**src/rtl/pic_eoi_pkg.sv**
```systemverilog
package pic_eoi_pkg;
  localparam int LEVELS = 8;
  localparam int LVL_W  = $clog2(LEVELS);
  localparam int WORD_W = 8;

  typedef enum logic [2:0] {
    OP_ROT_AEOI_CLR = 3'b000,
    OP_NS_EOI       = 3'b001,
    OP_NOP          = 3'b010,
    OP_SP_EOI       = 3'b011,
    OP_ROT_AEOI_SET = 3'b100,
    OP_ROT_NS_EOI   = 3'b101,
    OP_SET_PRIO     = 3'b110,
    OP_ROT_SP_EOI   = 3'b111
  } op_e;

  typedef struct packed {
    logic             clr_top;
    logic             clr_lvl;
    logic             ptr_to_top;
    logic             ptr_to_lvl;
    logic             aeoi_set;
    logic             aeoi_clr;
    logic [LVL_W-1:0] lvl;
  } action_t;

  function automatic logic [LEVELS-1:0] lvl_mask(input logic [LVL_W-1:0] l);
    return {{(LEVELS-1){1'b0}}, 1'b1} << l;
  endfunction
endpackage

```
**src/rtl/pic_cmd_decode.sv**
```systemverilog
module pic_cmd_decode
  import pic_eoi_pkg::*;
(
  input  logic              wr_en,
  input  logic              wr_sel,
  input  logic [WORD_W-1:0] wr_data,
  output action_t           act,
  output logic              cfg_wr,
  output logic              cfg_val
);
  logic cmd_hit;
  op_e  op;

  assign cmd_hit = wr_en && !wr_sel && (wr_data[4:3] == 2'b00);
  assign op      = op_e'(wr_data[7:5]);

  always_comb begin
    act     = '0;
    act.lvl = wr_data[LVL_W-1:0];
    if (cmd_hit) begin
      unique case (op)
        OP_ROT_AEOI_CLR: act.aeoi_clr = 1'b1;
        OP_NS_EOI:       act.clr_top  = 1'b1;
        OP_NOP:          ;
        OP_SP_EOI:       act.clr_lvl  = 1'b1;
        OP_ROT_AEOI_SET: act.aeoi_set = 1'b1;
        OP_ROT_NS_EOI: begin
          act.clr_top    = 1'b1;
          act.ptr_to_top = 1'b1;
        end
        OP_SET_PRIO:     act.ptr_to_lvl = 1'b1;
        OP_ROT_SP_EOI: begin
          act.clr_lvl    = 1'b1;
          act.ptr_to_lvl = 1'b1;
        end
        default: ;
      endcase
    end
  end

  assign cfg_wr  = wr_en && wr_sel && (wr_data[7:3] == 5'b0) && (wr_data[1:0] == 2'b0);
  assign cfg_val = wr_data[2];
endmodule

```
**src/rtl/pic_prio_pick.sv**
```systemverilog
module pic_prio_pick #(
  parameter int N  = 8,
  localparam int LW = $clog2(N)
) (
  input  logic [N-1:0]  vec,
  input  logic [LW-1:0] low_ptr,
  output logic          found,
  output logic [LW-1:0] level,
  output logic [LW-1:0] rank
);
  always_comb begin
    logic [LW-1:0] idx;
    found = 1'b0;
    level = '0;
    rank  = '0;
    for (int r = N - 1; r >= 0; r--) begin
      idx = low_ptr + LW'(r + 1);
      if (vec[idx]) begin
        found = 1'b1;
        level = idx;
        rank  = LW'(r);
      end
    end
  end
endmodule

```
**src/rtl/pic_eoi_core.sv**
```systemverilog
module pic_eoi_core
  import pic_eoi_pkg::*;
(
  input  logic              clk,
  input  logic              rst_n,
  input  logic [LEVELS-1:0] irq_in,
  input  logic              wr_en,
  input  logic              wr_sel,
  input  logic [WORD_W-1:0] wr_data,
  input  logic              ack,
  input  logic              auto_eoi_mode,
  output logic              int_out,
  output logic [LVL_W-1:0]  int_level,
  output logic [LEVELS-1:0] isr_q,
  output logic [LEVELS-1:0] irr_q,
  output logic [LVL_W-1:0]  lowest_level,
  output logic              rot_aeoi_on,
  output logic              slave_on_l2
);
  action_t act;
  logic    cfg_wr, cfg_val;

  logic             req_found, isr_found;
  logic [LVL_W-1:0] req_lvl, req_rank, isr_lvl, isr_rank;

  logic              grant;
  logic [LEVELS-1:0] grant_mask, clr_mask;
  logic [LEVELS-1:0] isr_d, irr_d;
  logic [LVL_W-1:0]  ptr_d;
  logic              rot_d;

  pic_cmd_decode u_dec (
    .wr_en   (wr_en),
    .wr_sel  (wr_sel),
    .wr_data (wr_data),
    .act     (act),
    .cfg_wr  (cfg_wr),
    .cfg_val (cfg_val)
  );

  pic_prio_pick #(.N(LEVELS)) u_req_pick (
    .vec     (irr_q),
    .low_ptr (lowest_level),
    .found   (req_found),
    .level   (req_lvl),
    .rank    (req_rank)
  );

  pic_prio_pick #(.N(LEVELS)) u_isr_pick (
    .vec     (isr_q),
    .low_ptr (lowest_level),
    .found   (isr_found),
    .level   (isr_lvl),
    .rank    (isr_rank)
  );

  assign int_out   = req_found && (!isr_found || (req_rank < isr_rank));
  assign int_level = req_lvl;
  assign grant     = ack && int_out;

  assign grant_mask = grant ? lvl_mask(req_lvl) : '0;

  always_comb begin
    clr_mask = '0;
    if (act.clr_top && isr_found) clr_mask = lvl_mask(isr_lvl);
    if (act.clr_lvl)              clr_mask = lvl_mask(act.lvl);
  end

  always_comb begin
    isr_d = isr_q;
    if (!auto_eoi_mode) isr_d = isr_d | grant_mask;
    isr_d = isr_d & ~clr_mask;
    irr_d = (irr_q & ~grant_mask) | irq_in;
  end

  always_comb begin
    ptr_d = lowest_level;
    if (grant && auto_eoi_mode && rot_aeoi_on) ptr_d = req_lvl;
    if (act.ptr_to_top && isr_found)           ptr_d = isr_lvl;
    if (act.ptr_to_lvl)                        ptr_d = act.lvl;
  end

  always_comb begin
    rot_d = rot_aeoi_on;
    if (act.aeoi_set) rot_d = 1'b1;
    if (act.aeoi_clr) rot_d = 1'b0;
  end

  always_ff @(posedge clk) begin
    if (!rst_n) begin
      isr_q        <= '0;
      irr_q        <= '0;
      lowest_level <= LVL_W'(LEVELS - 1);
      rot_aeoi_on  <= 1'b0;
      slave_on_l2  <= 1'b0;
    end else begin
      isr_q        <= isr_d;
      irr_q        <= irr_d;
      lowest_level <= ptr_d;
      rot_aeoi_on  <= rot_d;
      if (cfg_wr) slave_on_l2 <= cfg_val;
    end
  end
endmodule

```
**config.mk**
```make
export PLATFORM = sky130hd
export DESIGN_NAME = pic_eoi_core
export DESIGN_NICKNAME = d
export VERILOG_FILES = /design/src/rtl/pic_eoi_pkg.sv /design/src/rtl/pic_cmd_decode.sv /design/src/rtl/pic_prio_pick.sv /design/src/rtl/pic_eoi_core.sv
export SDC_FILE = /design/constraint.sdc
export NUM_CORES = 1
export LEC_CHECK = 0
export BUFFER_PORTS_ARGS = -buffer_cell sky130_fd_sc_hd__buf_2
export CAP_MARGIN = 10
export CORE_MARGIN = 2
export CORE_UTILIZATION = 55
export CTS_CLUSTER_SIZE = 25
export DETAILED_ROUTE_END_ITERATION = 7
export PLACE_DENSITY = 0.77
export REMOVE_ABC_BUFFERS = 1
export SLEW_MARGIN = 0
export SYNTH_ARGS = -nofsm -noshare
export SYNTH_HDL_FRONTEND = slang
export SYNTH_HIERARCHICAL = 1
export SYNTH_SLANG_ARGS = --single-unit
```
**constraint.sdc**
```tcl
create_clock -name clk -period 4.6 [get_ports clk]
set_input_delay 0.23 -clock clk [delete_from_list [all_inputs] [get_ports clk]]
set_output_delay 0.23 -clock clk [all_outputs]
set_load 0.02 [all_outputs]
```
==> key figures, run 1 <==
Yosys
  – Yosys Warn Count: 6
  – Yosys top cell area share: 11.8%
  – Largest area contributor in the netlist: dfxtp_1
  – Syn Area/Cell: 8.73 µm²
  – Synth cell count leaders: nand2_1 (33), mux2i_1 (30), a21oi_1 (22), inv_1 (22), dfxtp_1 (21)
  – Post-Syn Area: 3570 µm²
  – Yosys cell types: 71
  – Post-synth EDFFs: 0
  – Cells after Synth: 409
  – Synth area leaders: dfxtp_1 (12%), mux4_1 (10%), mux2i_1 (8.4%), mux4_2 (6.3%), mux2_2 (4.4%)
  – Primary FF master, synth: dfxtp_1
  – Register area share after synthesis: 11.8%
  – Async S/R FF share, synth: 0%
  – Most frequent cell after synthesis: nand2_1
  – Number of synthesized register bits: 21

Worst setup path
  – CP peak stage delay: 0.63 ns
  – Crit path max-delay family: multiplexers
  – Worst Setup SP: lowest_level[0]
  – Reg-to-Reg Start: lowest_level[0]
  – Max FO, Critical Path: 27
  – CP cell instances: buf_4 > ha_1 > xnor2_1 > mux4_2 > nor2_1 > a21oi_1 > nor2_1 > inv_1 > ha_1 > or2_1 > a21oi_4 > o21a_1 > buf_2
  – Critical Path Source Type: register
  – Highest-delay cell along the critical path: mux4_2
  – Data arrival, critical path: 3.82 ns
  – Setup crit end kind: primary output
  – CP Buf/Inv Count: 3
  – WP data required: 4.37 ns
  – Critical Path Sink: int_out
  – Critical path type: register to primary output
  – FF-to-FF setup slack: 0.73 ns
  – Reg2Reg Depth: 13
  – Crit. path cell count: 13
  – RR Endpoint: irr_q[0]

Clocking
  – CTS Buf Count: 3
  – Clock Path Buffers: 2
  – Hold bufs inserted after CTS: 0
  – Worst-path clk slew: 0.08 ns
  – Postcts setup bufs: 0
  – Root Driver: clkbuf_8
  – Clock Latency Late Sink: 0.26 ns
  – Post_cts resized: 0
  – CTS tree: built
  – H-Tree Depth: 1
  – Clk sink count: 21

Finish
  – Nets: 472
  – FILL cells: 565
  – Final core utilization: 61.2%
  – Share of post-route cells with drive strength above 1: 24.4%
  – Diode count: 0
  – Synth-to-Final Area Change: 8.31%
  – Fin area: 3870 µm²

Job
  – Max cap viols: 0

Timing
  – Unrepaired setup endpoints after global routing: false
  – Final hold vios: 0
  – Max Clock Freq: 0.247 GHz
  – Slew @ Worst Pin: 0.676 ns
  – Slew Limit Fails: 0
  – Slew margin rel.: 54.6%
  – Final count of negative-setup-slack endpoints: 0
  – Final worst path period need: 4.05 ns
  – Fin Clk Skew: 0.00282 ns
  – Final period utilization: 88.0%

Worst hold path
  – Hold Path Class: input port to register

Placed design
  – Port bufs: 46
  – Dpl cell area: 3820 µm²
  – GPL Wtd Cong: 0.952
  – DP Wirelength: 7.32 mm

Power and ir drop
  – Power Dens Cells: 216 nW/µm²
  – Leakage: 1.66 nW
  – Peak VDD IR: 0.171 mV

Global route
  – First-pass GRT wire length: 16.6 mm
  – Initial antenna violation count: 0
  – Total track usage: 27.8%
  – Remaining Overflow, GRT: 0
  – Vias in the first global route: 3245
  – Largest net degree at the start of global routing: 28

Floorplanning
  – I/O pins: 47
  – Core ar.: 6310 µm²
  – Die area: 7150 µm²
  – Die Span Y: 84.6 µm
  – Rows: 29
  – Starting Density: 56.5%
  – Chip width: 84.6 µm

Routing
  – DRC viols: 0
  – Wire per inst: 19.0 µm
  – Initial DRC count: 330
  – Routed Antenna Nets: 0
  – Pre-antenna DRT Iters: 5
  – Post-DR vias/cell: 7.02
  – Final WL: 9.88 mm
  – DR vias: 3652

Outcome
  – Status: finished, final reports clean
sequential cells by signal, summed over array words and instances (netlist names):
register and flops:
irr_q 8, isr_q 8, lowest_level 3, rot_aeoi_on 1, slave_on_l2 1
metal layers:
metal | up-vias | wire (µm) | part of all wire [%] | track usage [%]
li1 | 1682 | - | - | -
met1 | 1763 | 4370 | 44 | 41.2
met2 | 186 | 4590 | 46 | 43.6
met3 | 21 | 720 | 7.3 | 2.75
met4 | 0 | 195 | 2.0 | 7.22
met5 | - | 0 | 0 | 0
final cells by class:
class | instances | area, µm² | area share [%]
clock buffer | 4 | 45.0 | 1.17
multi-input combinational | 335 | 2880 | 74.4
inverter | 22 | 82.6 | 2.14
tap | 77 | 96.3 | 2.49
timing repair buffer | 61 | 343 | 8.87
sequential | 21 | 422 | 10.9
layout by cell type, fill, tap and decap left out, drive strengths merged, types with 3 or more instances in the layout:
master / n
a2111oi: 3
a21o: 4
a21oi: 23
a221oi: 4
a311oi: 4
a31oi: 6
buf: 61
clkbuf: 4
dfxtp: 21
ha: 6
inv: 22
mux2: 19
mux2i: 30
mux4: 24
nand2: 34
nand2b: 18
nor2: 16
nor2b: 9
nor3: 20
nor3b: 6
nor4: 7
o211ai: 5
o21ai: 25
o221ai: 10
o22a: 4
or2: 3
or2b: 3
xnor2: 4
how the worst min path moves through the flow:
stage,slack [ns],start,cells after the start,end
2_1_floorplan,0.36,rst_n,1,slave_on_l2
3_3_place_gp,0.50,slave_on_l2,2,slave_on_l2
3_5_place_dp,0.51,irq_in[5],3,irr_q[5]
4_1_cts,0.24,irq_in[5],3,irr_q[5]
5_1_grt,0.26,irq_in[6],3,irr_q[6]
6_report,0.24,irq_in[1],3,irr_q[1]
logic make-up (layout without fill, tap and decap cells):
logic type               after synthesis  after routing  share of synthesized area [%]
AO/OA/AOI/OAI                        121            121                           24.9
adder cells (fa/ha/maj)                6              6                           2.10
flip-flops                            21             21                           11.8
XOR/XNOR                               6              6                           1.47
multiplexers                          73             73                           31.5
buffers and inverters                 53             87                           7.61
AND/OR/NAND/NOR                      129            129                           20.6
power breakdown:
group | internal (mW) | switching (mW)
registers | 0.194 | 0.0301
logic | 0.197 | 0.289
clock network | 0.0618 | 0.0629
total | 0.453 | 0.382
through the flow:
| stage | hold slack (ns) | instances | setup TNS, ns | setup WS (ns) | power, mW |
|---|---|---|---|---|---|
| final | 0.244 | 520 | 0 | 0.552 | 0.835 |
| after global routing | 0.260 | 520 | 0 | 0.282 | 0.888 |
| after CTS | 0.242 | 520 | 0 | 0.589 | 0.828 |
| after detailed placement | 0.515 | 516 | 0 | 0.812 | 0.701 |
| after global placement | 0.500 | 516 | 0 | 0.905 | 0.693 |
| after floorplan | 0.358 | 378 | -15.09 | -0.884 | 0.558 |
worst register-to-register path, stage by stage (launching register included):
cell	delay, ns
dfxtp_2	0.42
buf_4	0.38
ha_1	0.44
xnor2_1	0.31
mux4_2	0.63
nor2_1	0.15
a21oi_1	0.09
nor2_1	0.09
inv_1	0.05
ha_1	0.16
or2_1	0.28
a21oi_4	0.26
o21ba_1	0.39
a21oi_1	0.12
Note: power is estimated with default switching activity, not from simulation.
==> inputs of run 2 (changes only) <==
- RECOVER_POWER: unset -> 100
==> run 2 against run 1 <==
Clock power barely moved. Sequential power barely moved. Global-route usage did not move. Critical endpoint unchanged. Clock skew fell by 0.00095 ns. Flip-flop and latch count did not move. First-iteration DRC count rose by 13%. Hold slack improved by 0.0026 ns. Count of clock-buffer cells in the layout did not move. Design area fell by 1.8%. Combinational power fell by 3%. Cell count did not move. Routed wire length fell by 0.52%.
==> key figures, run 2 (synthesized netlist as in run 1, its figures left out) <==
Worst setup path
  – Data arrival, critical path: 3.92 ns (was 3.82 ns)
  – CP peak stage delay: 0.63 ns (about the same)
  – Critical path type: register to primary output (unchanged)
  – WP data required: 4.37 ns (about the same)
  – Max FO, Critical Path: 27 (unchanged)
  – CP cell instances: buf_4 > ha_1 > xnor2_1 > mux4_2 > nor2_1 > a21oi_1 > nor2_1 > inv_1 > ha_1 > or2_0 > a21oi_4 > o21a_1 > buf_2 (was buf_4 > ha_1 > xnor2_1 > mux4_2 > nor2_1 > a21oi_1 > nor2_1 > inv_1 > ha_1 > or2_1 > a21oi_4 > o21a_1 > buf_2)
  – Setup crit end kind: primary output (unchanged)
  – Critical Path Source Type: register (unchanged)
  – Highest-delay cell along the critical path: mux4_2 (unchanged)

Global route
  – Total track usage: 27.8% (unchanged)
  – Vias in the first global route: 3245 (unchanged)
  – First-pass GRT wire length: 16.6 mm (unchanged)
  – Largest net degree at the start of global routing: 28 (unchanged)
  – Initial antenna violation count: 0 (unchanged)
  – Remaining Overflow, GRT: 0 (unchanged)

Floorplanning
  – Rows: 29 (unchanged)
  – Die Span Y: 84.6 µm (unchanged)
  – Starting Density: 56.5% (unchanged)
  – Die area: 7150 µm² (unchanged)
  – Chip width: 84.6 µm (unchanged)
  – I/O pins: 47 (unchanged)
  – Core ar.: 6310 µm² (unchanged)

Timing
  – Final hold vios: 0 (unchanged)
  – Slew margin rel.: 53.9% (was 54.6%)
  – Final setup TNS: 0 ns (unchanged)
  – Final worst path period need: 4.15 ns (was 4.05 ns)
  – Final count of negative-setup-slack endpoints: 0 (unchanged)
  – Slew Limit Fails: 0 (unchanged)
  – Worst setup margin: 0.451 ns (was 0.552 ns)
  – Max Clock Freq: 0.241 GHz (was 0.247 GHz)
  – Fin Clk Skew: 0.00187 ns (was 0.00282 ns)
  – Unrepaired setup endpoints after global routing: false (unchanged)
  – Slew @ Worst Pin: 0.687 ns (was 0.676 ns)
  – Final period utilization: 90.2% (was 88.0%)

Clocking
  – Hold bufs inserted after CTS: 0 (unchanged)
  – Clock Path Buffers: 2 (unchanged)
  – CTS tree: built (unchanged)
  – Root Driver: clkbuf_8 (unchanged)
  – Clock Latency Late Sink: 0.26 ns (about the same)
  – CTS Buf Count: 3 (unchanged)
  – H-Tree Depth: 1 (unchanged)
  – Worst-path clk slew: 0.08 ns (about the same)
  – Post_cts resized: 0 (unchanged)
  – Postcts setup bufs: 0 (unchanged)
  – Clk sink count: 21 (unchanged)

Power and ir drop
  – Peak VDD IR: 0.163 mV (was 0.171 mV)
  – Total power draw: 0.820 mW (was 0.835 mW)
  – Power Dens Cells: 216 nW/µm² (about the same)
  – Leakage: 1.56 nW (was 1.66 nW)

Finish
  – Diode count: 0 (unchanged)
  – FILL cells: 591 (was 565)
  – Multi-input logic area: 2850 µm² (was 2880 µm²)
  – Final core utilization: 60.1% (was 61.2%)
  – Regs by FF count: irr_q x8, isr_q x8, lowest_level x3 (unchanged)
  – Commonest cells after routing, fill and taps aside: nand2_1 (33), mux2i_1 (30), buf_2 (27) (was buf_2 (46), nand2_1 (33), mux2i_1 (30))
  – Nets: 472 (unchanged)
  – Commonest non-fill, non-tap cell in the layout: nand2_1 (was buf_2)
  – Register area: 420 µm² (was 422 µm²)
  – Share of post-route cells with drive strength above 1: 18.3% (was 24.4%)
  – Synth-to-Final Area Change: 6.38% (was 8.31%)

Routing
  – Pre-antenna DRT Iters: 5 (unchanged)
  – Routed Antenna Nets: 0 (unchanged)
  – Initial DRC count: 373 (was 330)
  – Post-DR vias/cell: 7.02 (about the same)
  – Wire per inst: 18.9 µm (was 19.0 µm)
  – Final WL: 9.83 mm (was 9.88 mm)
  – DRC viols: 0 (unchanged)
  – DR vias: 3648 (was 3652)

Placed design
  – Pre-CTS WS: 0.812 ns (unchanged)
  – Port bufs: 46 (unchanged)
  – GPL Wtd Cong: 0.952 (unchanged)
  – DP Wirelength: 7.32 mm (unchanged)

Job
  – Max cap viols: 0 (unchanged)

Outcome
  – Status: finished, final reports clean (unchanged)

Worst hold path
  – Hold Path Class: input port to register (unchanged)
[run 2: cell types whose count changed in the layout (fill, tap and decap cells not counted), moves of 3 or more]
cell and change:
buf_2 -19, clkbuf_1 +22, buf_4 -3, o21ai_0 +7, o21ai_1 -7
[run 2: final cells by class]
class	count	area share (%)
inverters	22	2.17
well taps	77	2.54
multi-input cells	335	74.9
repair buffers	61	8.11
clock buffers	4	1.19
flip-flops and latches	21	11.1
[run 2: power by group]
part | switching [mW] | internal (mW) | leakage [nW]
Sequential | 0.0298 | 0.194 | 0.172
Clock | 0.0610 | 0.0617 | 0.0228
Combinational | 0.285 | 0.189 | 1.36
[run 2: through the flow]
stage,area [µm²],std cells,hold WS [ns]
floorplan,3380,378,0.358
global placement,3820,516,0.500
detailed placement,3820,516,0.515
CTS,3870,520,0.242
global route,3800,520,0.260
finish,3800,520,0.247
[run 2: final timing paths]
path	from	end	slack, ns	depth (start not counted)
hold reg to reg	rot_aeoi_on	rot_aeoi_on	0.54	2
setup / recovery	lowest_level[0]	int_out	0.45	13
hold / removal	irq_in[1]	irr_q[1]	0.25	3
setup reg to reg	lowest_level[0]	irr_q[0]	0.62	13
[run 2: critical path, delay by kind of cell, from the launching register on]
family	cells	cell delay (ns)
muxes	1	0.63
xor gates and xnor gates	1	0.31
buffers and inverters	3	0.60
adders and majority gates	2	0.59
DFF	1	0.48
and+or+nand+nor	3	0.54
AOI/OAI and AO/OA	3	0.50
[run 2: routing by layer]
layer | track usage [%] | routed length, µm | vias up
li1 | - | - | 1678
met1 | 41.2 | 4280 | 1762
met2 | 43.6 | 4640 | 184
met3 | 2.75 | 685 | 24
met4 | 7.22 | 219 | 0
met5 | 0 | 0 | -
